===== config.mk =====
export PLATFORM = sky130hd
export DESIGN_NAME = cfg_window_bridge
export DESIGN_NICKNAME = d
export VERILOG_FILES = /design/src/rtl/cfgw_pkg.sv /design/src/rtl/cfgw_rst_sync.sv /design/src/rtl/cfgw_sel_encoder.sv /design/src/rtl/cfgw_lane_map.sv /design/src/rtl/cfgw_index_reg.sv /design/src/rtl/cfgw_read_return.sv /design/src/rtl/cfg_window_bridge.sv
export SDC_FILE = /design/constraint.sdc
export NUM_CORES = 1
export LEC_CHECK = 0
export ABC_CLOCK_PERIOD_IN_PS = 11550
export BUFFER_PORTS_ARGS = -buffer_cell sky130_fd_sc_hd__buf_4
export CAP_MARGIN = 20
export CELL_PAD_IN_SITES_DETAIL_PLACEMENT = 1
export CELL_PAD_IN_SITES_GLOBAL_PLACEMENT = 1
export CORE_ASPECT_RATIO = 0.6
export CORE_UTILIZATION = 45
export CTS_CLUSTER_SIZE = 10
export DETAILED_ROUTE_END_ITERATION = 7
export PLACE_DENSITY = 0.82
export SKIP_LAST_GASP = 1
export SLEW_MARGIN = 5
export SYNTH_ARGS = -nofsm -noshare
export SYNTH_HDL_FRONTEND = slang
export SYNTH_HIERARCHICAL = 1
export SYNTH_SLANG_ARGS = --single-unit
export TNS_END_PERCENT = 50

===== constraint.sdc =====
create_clock -name clk -period 11.55 [get_ports clk]
set_clock_uncertainty 0.1 [all_clocks]
set_input_delay 1.7325 -clock clk [delete_from_list [all_inputs] [get_ports clk]]
set_output_delay 1.7325 -clock clk [all_outputs]
set_load 0.01 [all_outputs]

===== src/rtl/cfgw_pkg.sv =====
package cfgw_pkg;

  // What the front stage decided to do with an accepted request
  typedef enum logic [1:0] {
    ACT_FWD  = 2'd0,  // forward as a configuration cycle
    ACT_ONES = 2'd1,  // no target: reads give all ones, writes vanish
    ACT_IDX  = 2'd2,  // return the captured index register value
    ACT_NIL  = 2'd3   // unused
  } act_e;

  // Data mask for a size code: 0 -> byte, 1 -> half word, 2/3 -> word
  function automatic logic [31:0] size_mask(input logic [1:0] sz);
    logic [31:0] m;
    if (sz[1])      m = 32'hFFFF_FFFF;
    else if (sz[0]) m = 32'h0000_FFFF;
    else            m = 32'h0000_00FF;
    return m;
  endfunction

endpackage


===== src/rtl/cfgw_rst_sync.sv =====
module cfgw_rst_sync (
  input  logic clk,
  input  logic rst_n,
  output logic srst_n
);
  logic [1:0] stage_q;
  logic [1:0] stage_d;

  always_comb stage_d = {stage_q[0], 1'b1};

  always_ff @(posedge clk or negedge rst_n) begin
    if (!rst_n) stage_q <= 2'b00;
    else        stage_q <= stage_d;
  end

  assign srst_n = stage_q[1];
endmodule


===== src/rtl/cfgw_sel_encoder.sv =====
// Lowest-set-bit priority encoder over the one-hot select lines.
module cfgw_sel_encoder #(
  parameter int SEL_BITS = 11,
  parameter int DEV_W    = 4
) (
  input  logic [SEL_BITS-1:0] sel,
  output logic [DEV_W-1:0]    dev,
  output logic                none
);
  logic [SEL_BITS-1:0] first;

  for (genvar g = 0; g < SEL_BITS; g++) begin : g_first
    if (g == 0) begin : g_lsb
      assign first[g] = sel[g];
    end else begin : g_upper
      assign first[g] = sel[g] & ~(|sel[g-1:0]);
    end
  end

  always_comb begin
    dev  = '0;
    none = ~(|sel);
    for (int i = 0; i < SEL_BITS; i++) begin
      if (first[i]) dev = dev | DEV_W'(i);
    end
    if (none) dev = DEV_W'(SEL_BITS);
  end
endmodule


===== src/rtl/cfgw_lane_map.sv =====
// Size and low address bits to byte lanes, lane offset and aligned write data.
module cfgw_lane_map
  import cfgw_pkg::*;
(
  input  logic [1:0]  size,
  input  logic [1:0]  addr_lo,
  input  logic [31:0] wdata,
  output logic [3:0]  be,
  output logic [1:0]  off,
  output logic [31:0] wdata_lane
);
  always_comb begin
    if (size[1])      off = 2'd0;
    else if (size[0]) off = {addr_lo[1], 1'b0};
    else              off = addr_lo;

    if (size[1])      be = 4'hF;
    else if (size[0]) be = 4'b0011 << off;
    else              be = 4'b0001 << off;

    wdata_lane = (wdata & size_mask(size)) << {off, 3'b000};
  end
endmodule


===== src/rtl/cfgw_index_reg.sv =====
module cfgw_index_reg (
  input  logic        clk,
  input  logic        rst_n,
  input  logic        wr_en,
  input  logic [31:0] wdata,
  output logic [31:0] q
);
  logic [31:0] q_d;

  always_comb q_d = wr_en ? wdata : q;

  always_ff @(posedge clk or negedge rst_n) begin
    if (!rst_n) q <= '0;
    else        q <= q_d;
  end
endmodule


===== src/rtl/cfgw_read_return.sv =====
// Forms the right-justified completion data for the back stage.
module cfgw_read_return
  import cfgw_pkg::*;
(
  input  act_e        act,
  input  logic        we,
  input  logic        present,
  input  logic [31:0] cfg_rdata,
  input  logic [31:0] held,
  input  logic [1:0]  off,
  input  logic [1:0]  size,
  output logic [31:0] rdata
);
  logic [31:0] raw;

  always_comb begin
    unique case (act)
      ACT_FWD: raw = present ? cfg_rdata : 32'hFFFF_FFFF;
      ACT_IDX: raw = held;
      default: raw = 32'hFFFF_FFFF;
    endcase
    rdata = we ? 32'h0 : ((raw >> {off, 3'b000}) & size_mask(size));
  end
endmodule


===== src/rtl/cfg_window_bridge.sv =====
module cfg_window_bridge
  import cfgw_pkg::*;
#(
  parameter logic [31:0] WIN_BASE = 32'h8080_0000,
  parameter int          WIN_LOG2 = 22,
  parameter int          SEL_LSB  = 11,
  parameter int          SEL_BITS = 11,
  parameter logic [31:0] IO_INDEX = 32'h0000_0CF8,
  parameter logic [31:0] IO_DATA  = 32'h0000_0CFC,
  parameter int          CFG_AW   = 16
) (
  input  logic              clk,
  input  logic              rst_n,
  input  logic              cpu_req,
  input  logic              cpu_io,
  input  logic              cpu_we,
  input  logic [31:0]       cpu_addr,
  input  logic [1:0]        cpu_size,
  input  logic [31:0]       cpu_wdata,
  output logic              cpu_ack,
  output logic [31:0]       cpu_rdata,
  output logic              cfg_req,
  output logic              cfg_we,
  output logic [CFG_AW-1:0] cfg_addr,
  output logic [3:0]        cfg_be,
  output logic [31:0]       cfg_wdata,
  input  logic [31:0]       cfg_rdata,
  input  logic              cfg_present
);
  localparam int DEV_W = $clog2(SEL_BITS + 1);

  logic srst_n;
  cfgw_rst_sync i_rst (.clk(clk), .rst_n(rst_n), .srst_n(srst_n));

  // ---------------- decode ----------------
  logic [SEL_BITS-1:0] sel_lines;
  logic [DEV_W-1:0]    dev_num;
  logic                no_sel;
  logic [3:0]          lane_be;
  logic [1:0]          lane_off;
  logic [31:0]         lane_wdata;
  logic [31:0]         idx_q;

  assign sel_lines = cpu_addr[SEL_LSB +: SEL_BITS];

  cfgw_sel_encoder #(.SEL_BITS(SEL_BITS), .DEV_W(DEV_W)) i_enc (
    .sel(sel_lines), .dev(dev_num), .none(no_sel)
  );

  cfgw_lane_map i_lane (
    .size(cpu_size), .addr_lo(cpu_addr[1:0]), .wdata(cpu_wdata),
    .be(lane_be), .off(lane_off), .wdata_lane(lane_wdata)
  );

  logic win_hit, idx_hit, dat_hit, full_word, idx_wr, path_on;
  logic              d_claim;
  act_e              d_act;
  logic [CFG_AW-1:0] d_addr;
  logic [31:0]       d_data;

  always_comb begin
    win_hit   = !cpu_io && (cpu_addr[31:WIN_LOG2] == WIN_BASE[31:WIN_LOG2]);
    idx_hit   = cpu_io && (cpu_addr[31:2] == IO_INDEX[31:2]);
    dat_hit   = cpu_io && (cpu_addr[31:2] == IO_DATA[31:2]);
    full_word = cpu_size[1];
    idx_wr    = cpu_req && idx_hit && cpu_we && full_word;
    path_on   = idx_q[31] && (idx_q[23:16] == 8'h00);
    d_claim   = win_hit || idx_hit || dat_hit;
    d_data    = lane_wdata;
    if (win_hit) begin
      d_act  = no_sel ? ACT_ONES : ACT_FWD;
      d_addr = (CFG_AW'(dev_num) << SEL_LSB) | CFG_AW'(cpu_addr[SEL_LSB-1:0]);
    end else if (dat_hit) begin
      d_act  = path_on ? ACT_FWD : ACT_ONES;
      d_addr = {idx_q[CFG_AW-1:2], cpu_addr[1:0]};
    end else begin
      d_act  = (!cpu_we && full_word) ? ACT_IDX : ACT_ONES;
      d_addr = '0;
      d_data = idx_q;
    end
  end

  cfgw_index_reg i_idx (
    .clk(clk), .rst_n(srst_n), .wr_en(idx_wr), .wdata(cpu_wdata), .q(idx_q)
  );

  // ---------------- front stage: configuration request ----------------
  logic              a_vld_q, a_vld_d;
  act_e              a_act_q, a_act_d;
  logic              a_we_q, a_we_d;
  logic [CFG_AW-1:0] a_addr_q, a_addr_d;
  logic [3:0]        a_be_q, a_be_d;
  logic [1:0]        a_off_q, a_off_d;
  logic [1:0]        a_size_q, a_size_d;
  logic [31:0]       a_data_q, a_data_d;
  logic              a_load;

  always_comb begin
    a_load   = cpu_req && d_claim;
    a_vld_d  = a_load;
    a_act_d  = a_load ? d_act     : a_act_q;
    a_we_d   = a_load ? cpu_we    : a_we_q;
    a_addr_d = a_load ? d_addr    : a_addr_q;
    a_be_d   = a_load ? lane_be   : a_be_q;
    a_off_d  = a_load ? lane_off  : a_off_q;
    a_size_d = a_load ? cpu_size  : a_size_q;
    a_data_d = a_load ? d_data    : a_data_q;
  end

  always_ff @(posedge clk or negedge srst_n) begin
    if (!srst_n) begin
      a_vld_q  <= 1'b0;
      a_act_q  <= ACT_ONES;
      a_we_q   <= 1'b0;
      a_addr_q <= '0;
      a_be_q   <= '0;
      a_off_q  <= '0;
      a_size_q <= '0;
      a_data_q <= '0;
    end else begin
      a_vld_q  <= a_vld_d;
      a_act_q  <= a_act_d;
      a_we_q   <= a_we_d;
      a_addr_q <= a_addr_d;
      a_be_q   <= a_be_d;
      a_off_q  <= a_off_d;
      a_size_q <= a_size_d;
      a_data_q <= a_data_d;
    end
  end

  assign cfg_req   = a_vld_q && (a_act_q == ACT_FWD);
  assign cfg_we    = a_we_q;
  assign cfg_addr  = a_addr_q;
  assign cfg_be    = a_be_q;
  assign cfg_wdata = a_data_q;

  // ---------------- back stage: completion ----------------
  logic [31:0] ret_data;
  logic        b_vld_q, b_vld_d;
  logic [31:0] b_data_q, b_data_d;

  cfgw_read_return i_ret (
    .act(a_act_q), .we(a_we_q), .present(cfg_present), .cfg_rdata(cfg_rdata),
    .held(a_data_q), .off(a_off_q), .size(a_size_q), .rdata(ret_data)
  );

  always_comb begin
    b_vld_d  = a_vld_q;
    b_data_d = a_vld_q ? ret_data : b_data_q;
  end

  always_ff @(posedge clk or negedge srst_n) begin
    if (!srst_n) begin
      b_vld_q  <= 1'b0;
      b_data_q <= '0;
    end else begin
      b_vld_q  <= b_vld_d;
      b_data_q <= b_data_d;
    end
  end

  assign cpu_ack   = b_vld_q;
  assign cpu_rdata = b_data_q;
endmodule


==> results.sh <==
export IMPL_status="finished clean"
export IMPL_ant_nets=0
export IMPL_netlist_area_um2=7100
export IMPL_pre_cts_ws_ps=6840
export IMPL_worstSetupPathType="input port to flip-flop"
export IMPL_vias_per_cell=6.27
export IMPL_leakagePower_nw=4.40
export IMPL_crit_path_start_kind="input port"
export IMPL_grt_use_total=0.327
export IMPL_fin_area_um2=9120
export IMPL_whs_ps=249
export IMPL_synthArstFlopShare=1.00
export IMPL_cts_buffers=17
export IMPL_endpoint_kind="flip-flop"
export IMPL_grt_start_max_net_pins=72
export IMPL_max_slew_margin=0.338
export IMPL_clock_latency_ps=420
export IMPL_nets=876
export IMPL_first_global_vias=6512
export IMPL_setup_violations=0
export IMPL_crit_slowest_cell="nor4_1"
export IMPL_post_cts_setup_buffers=0
export IMPL_cts_root_buf="clkbuf_16"
export IMPL_ctsResizeCount=0
export IMPL_crit_path_start="cpu_addr[13]"
export IMPL_n_antenna_cell=0
export IMPL_critPathRequiredTime_ps=11740
export IMPL_die_w_um=164
export IMPL_cts_tree="built"
export IMPL_ctsHoldBuffers=0
export IMPL_drive_gt1_frac=0.484
export IMPL_power_frac_comb=0.088
export IMPL_path_buf_inv=2
export IMPL_synth_seq_cells=127
export IMPL_drt_iter0_drc=487
export IMPL_grt_pass1_wl_um=39400
export IMPL_synthToLayoutAreaGrowth_pct=28.4
export IMPL_slew_viol_final=0
export IMPL_synth_warnings=6
export IMPL_io_pins=191
export IMPL_final_cells=988
export IMPL_power_share_clock=0.497
export IMPL_post_route_drc_count=0
export IMPL_crit_chain="buf_4 > nor4bb_1 > nand4_1 > nor4_1 > o21a_1 > buf_4 > mux2_2"
export IMPL_setup_ws_ps=7490
export IMPL_routabilityCongestion=0.910
export IMPL_synthFlopType="dfrtp_1"
export IMPL_r2r_start="a_off_q[0]"
export IMPL_synthCells=599
export IMPL_dpl_hpwl_um=18700
export IMPL_mostFrequentLayoutCells="buf_4, dfrtp_1, mux2_2, o221a_2, nand2b_1"
export IMPL_rows=35
export IMPL_drt_pass1_iterations=5
export IMPL_cp_top_family="simple AND/OR/NAND/NOR gates"
export IMPL_die_area_um2=16300
export IMPL_ir_drop_mv=0.0923
export IMPL_wl_per_cell_um=26.3
export IMPL_timing_fmax_mhz=246
export IMPL_rsz0062_at_grt="no"
export IMPL_final_core_util=0.593
export IMPL_setup_tns_ps=0
export IMPL_reg2reg_to="cpu_rdata[3]"
export IMPL_cts_sinks=127
export IMPL_clkTransAtPathRegs_ps=70
export IMPL_power_density_nw_per_um2=120
export IMPL_cp_common_cell="buf_4"
export IMPL_core_area_um2=15400
export IMPL_synth_area_per_cell_um2=11.9
export IMPL_placed_cells=955
export IMPL_crit_cells=7
export IMPL_dr_total_vias=6199
export IMPL_min_period_ps=4060
export IMPL_p_switching_mw=0.281
export IMPL_period_share=0.352
export IMPL_seq_area_frac_synth=0.448
export IMPL_endpoint="a_size_q[1]"
export IMPL_finalHoldViolCount=0
export IMPL_floorplan_initialDensity=0.462
export IMPL_seq_power_share=0.415
export IMPL_die_h_um=99.3
export IMPL_tightest_slew_ps=993
export IMPL_min_path_type="flip-flop to flip-flop"
export IMPL_port_buffers=190
export IMPL_worstPathArrival_ps=4250
export IMPL_place_area_um2=8510
export IMPL_reg2regPathDepth=5
export IMPL_p_int_mw=0.816
export IMPL_synthesis_nets=703
export IMPL_cpPeakStageDelay_ps=600
export IMPL_fillers=1599
export IMPL_synth_edf_count=0
export IMPL_cp_max_fo=44
export IMPL_drt_wl_total_um=26000
export IMPL_p_total_mw=1.10
export IMPL_maxCapViolations=0
export IMPL_p_sw_frac=0.256
export IMPL_grt_antenna_before_repair=1
export IMPL_ys_types=69
export IMPL_mostFrequentLayoutCell="buf_4"
export IMPL_htree_levels=4
export IMPL_gr_total_overflow=0
export IMPL_cts_buffer_depth=2
export IMPL_r2r_setup_slack_ps=8570
sequential cells by signal, summed over array words and instances, names as in the netlist:
register,flops
cpu_ack,1
i_idx/q,32
cfg_we,1
cpu_rdata,32
cfg_wdata,32
cfg_addr,16
a_act_q,2
cfg_be,4
a_size_q,2
a_off_q,2
a_vld_q,1
i_rst/stage_q,2
layer usage:
metal	vias to the layer above	GRT usage	part of all wire
met5	-	0	0
met4	0	0.0833	0.016
met3	40	0.0696	0.075
met2	301	0.502	0.45
met1	3221	0.470	0.46
li1	2637	-	-
cells in the mapped netlist (all sizes together), types with 5 or more instances:
master	number	area, um2
a21oi	6	30.0
o22ai	16	100
buf	32	275
a22oi	8	60.1
a22o	22	200
dfrtp	126	3150
nand2	21	81.3
mux2	90	1130
a211oi	5	37.5
clkbuf	11	41.3
inv	14	52.6
and2	8	50.1
a21o	5	37.5
nor2	29	125
o21ai	32	164
nor4	9	83.8
o2bb2ai	5	43.8
nand4	5	31.3
nand2b	38	238
o22a	12	105
o221a	40	450
nor2b	6	45.0
cell type report:
cell class	count	area, um2	share of cell area
Clock inverter	14	155	0.0170
Tap cell	203	254	0.0279
Multi-Input combinational cell	414	3550	0.389
Sequential cell	127	3180	0.349
Inverter	15	56.3	0.00617
Timing Repair Buffer	197	1490	0.164
Clock buffer	18	429	0.0471
kinds of logic after synthesis:
family                 count (synthesis)  share of synthesized area
AO/OA/AOI/OAI                        176                      0.209
AND/OR/NAND/NOR                      143                      0.125
flip-flops                           127                      0.448
multiplexers                          94                      0.165
buffers and inverters                 58                     0.0525
other                                  1                   0.000528
worst min-delay path by stage:
| stage | from | end | slack, ps | depth (start not counted) |
|---|---|---|---|---|
| after floorplan | i_rst/stage_q[0] | i_rst/stage_q[1] | 230 | 0 |
| after global placement | i_rst/stage_q[0] | i_rst/stage_q[1] | 240 | 0 |
| after detailed placement | i_rst/stage_q[0] | i_rst/stage_q[1] | 240 | 0 |
| after CTS | i_rst/stage_q[0] | i_rst/stage_q[1] | 250 | 0 |
| after global routing | i_rst/stage_q[0] | i_rst/stage_q[1] | 250 | 0 |
| final | i_rst/stage_q[0] | i_rst/stage_q[1] | 250 | 0 |
power groups by stage:
stage | Combinational (mW) | Clock, mW | Sequential, mW
3_5_place_dp | 0.0938 | 0 | 0.463
4_1_cts | 0.0952 | 0.551 | 0.455
6_report | 0.0970 | 0.545 | 0.455
2_1_floorplan | 0.0362 | 0 | 0.464
3_3_place_gp | 0.0909 | 0 | 0.463
5_1_grt | 0.102 | 0.573 | 0.455
Power figures use the tool's default switching activity.
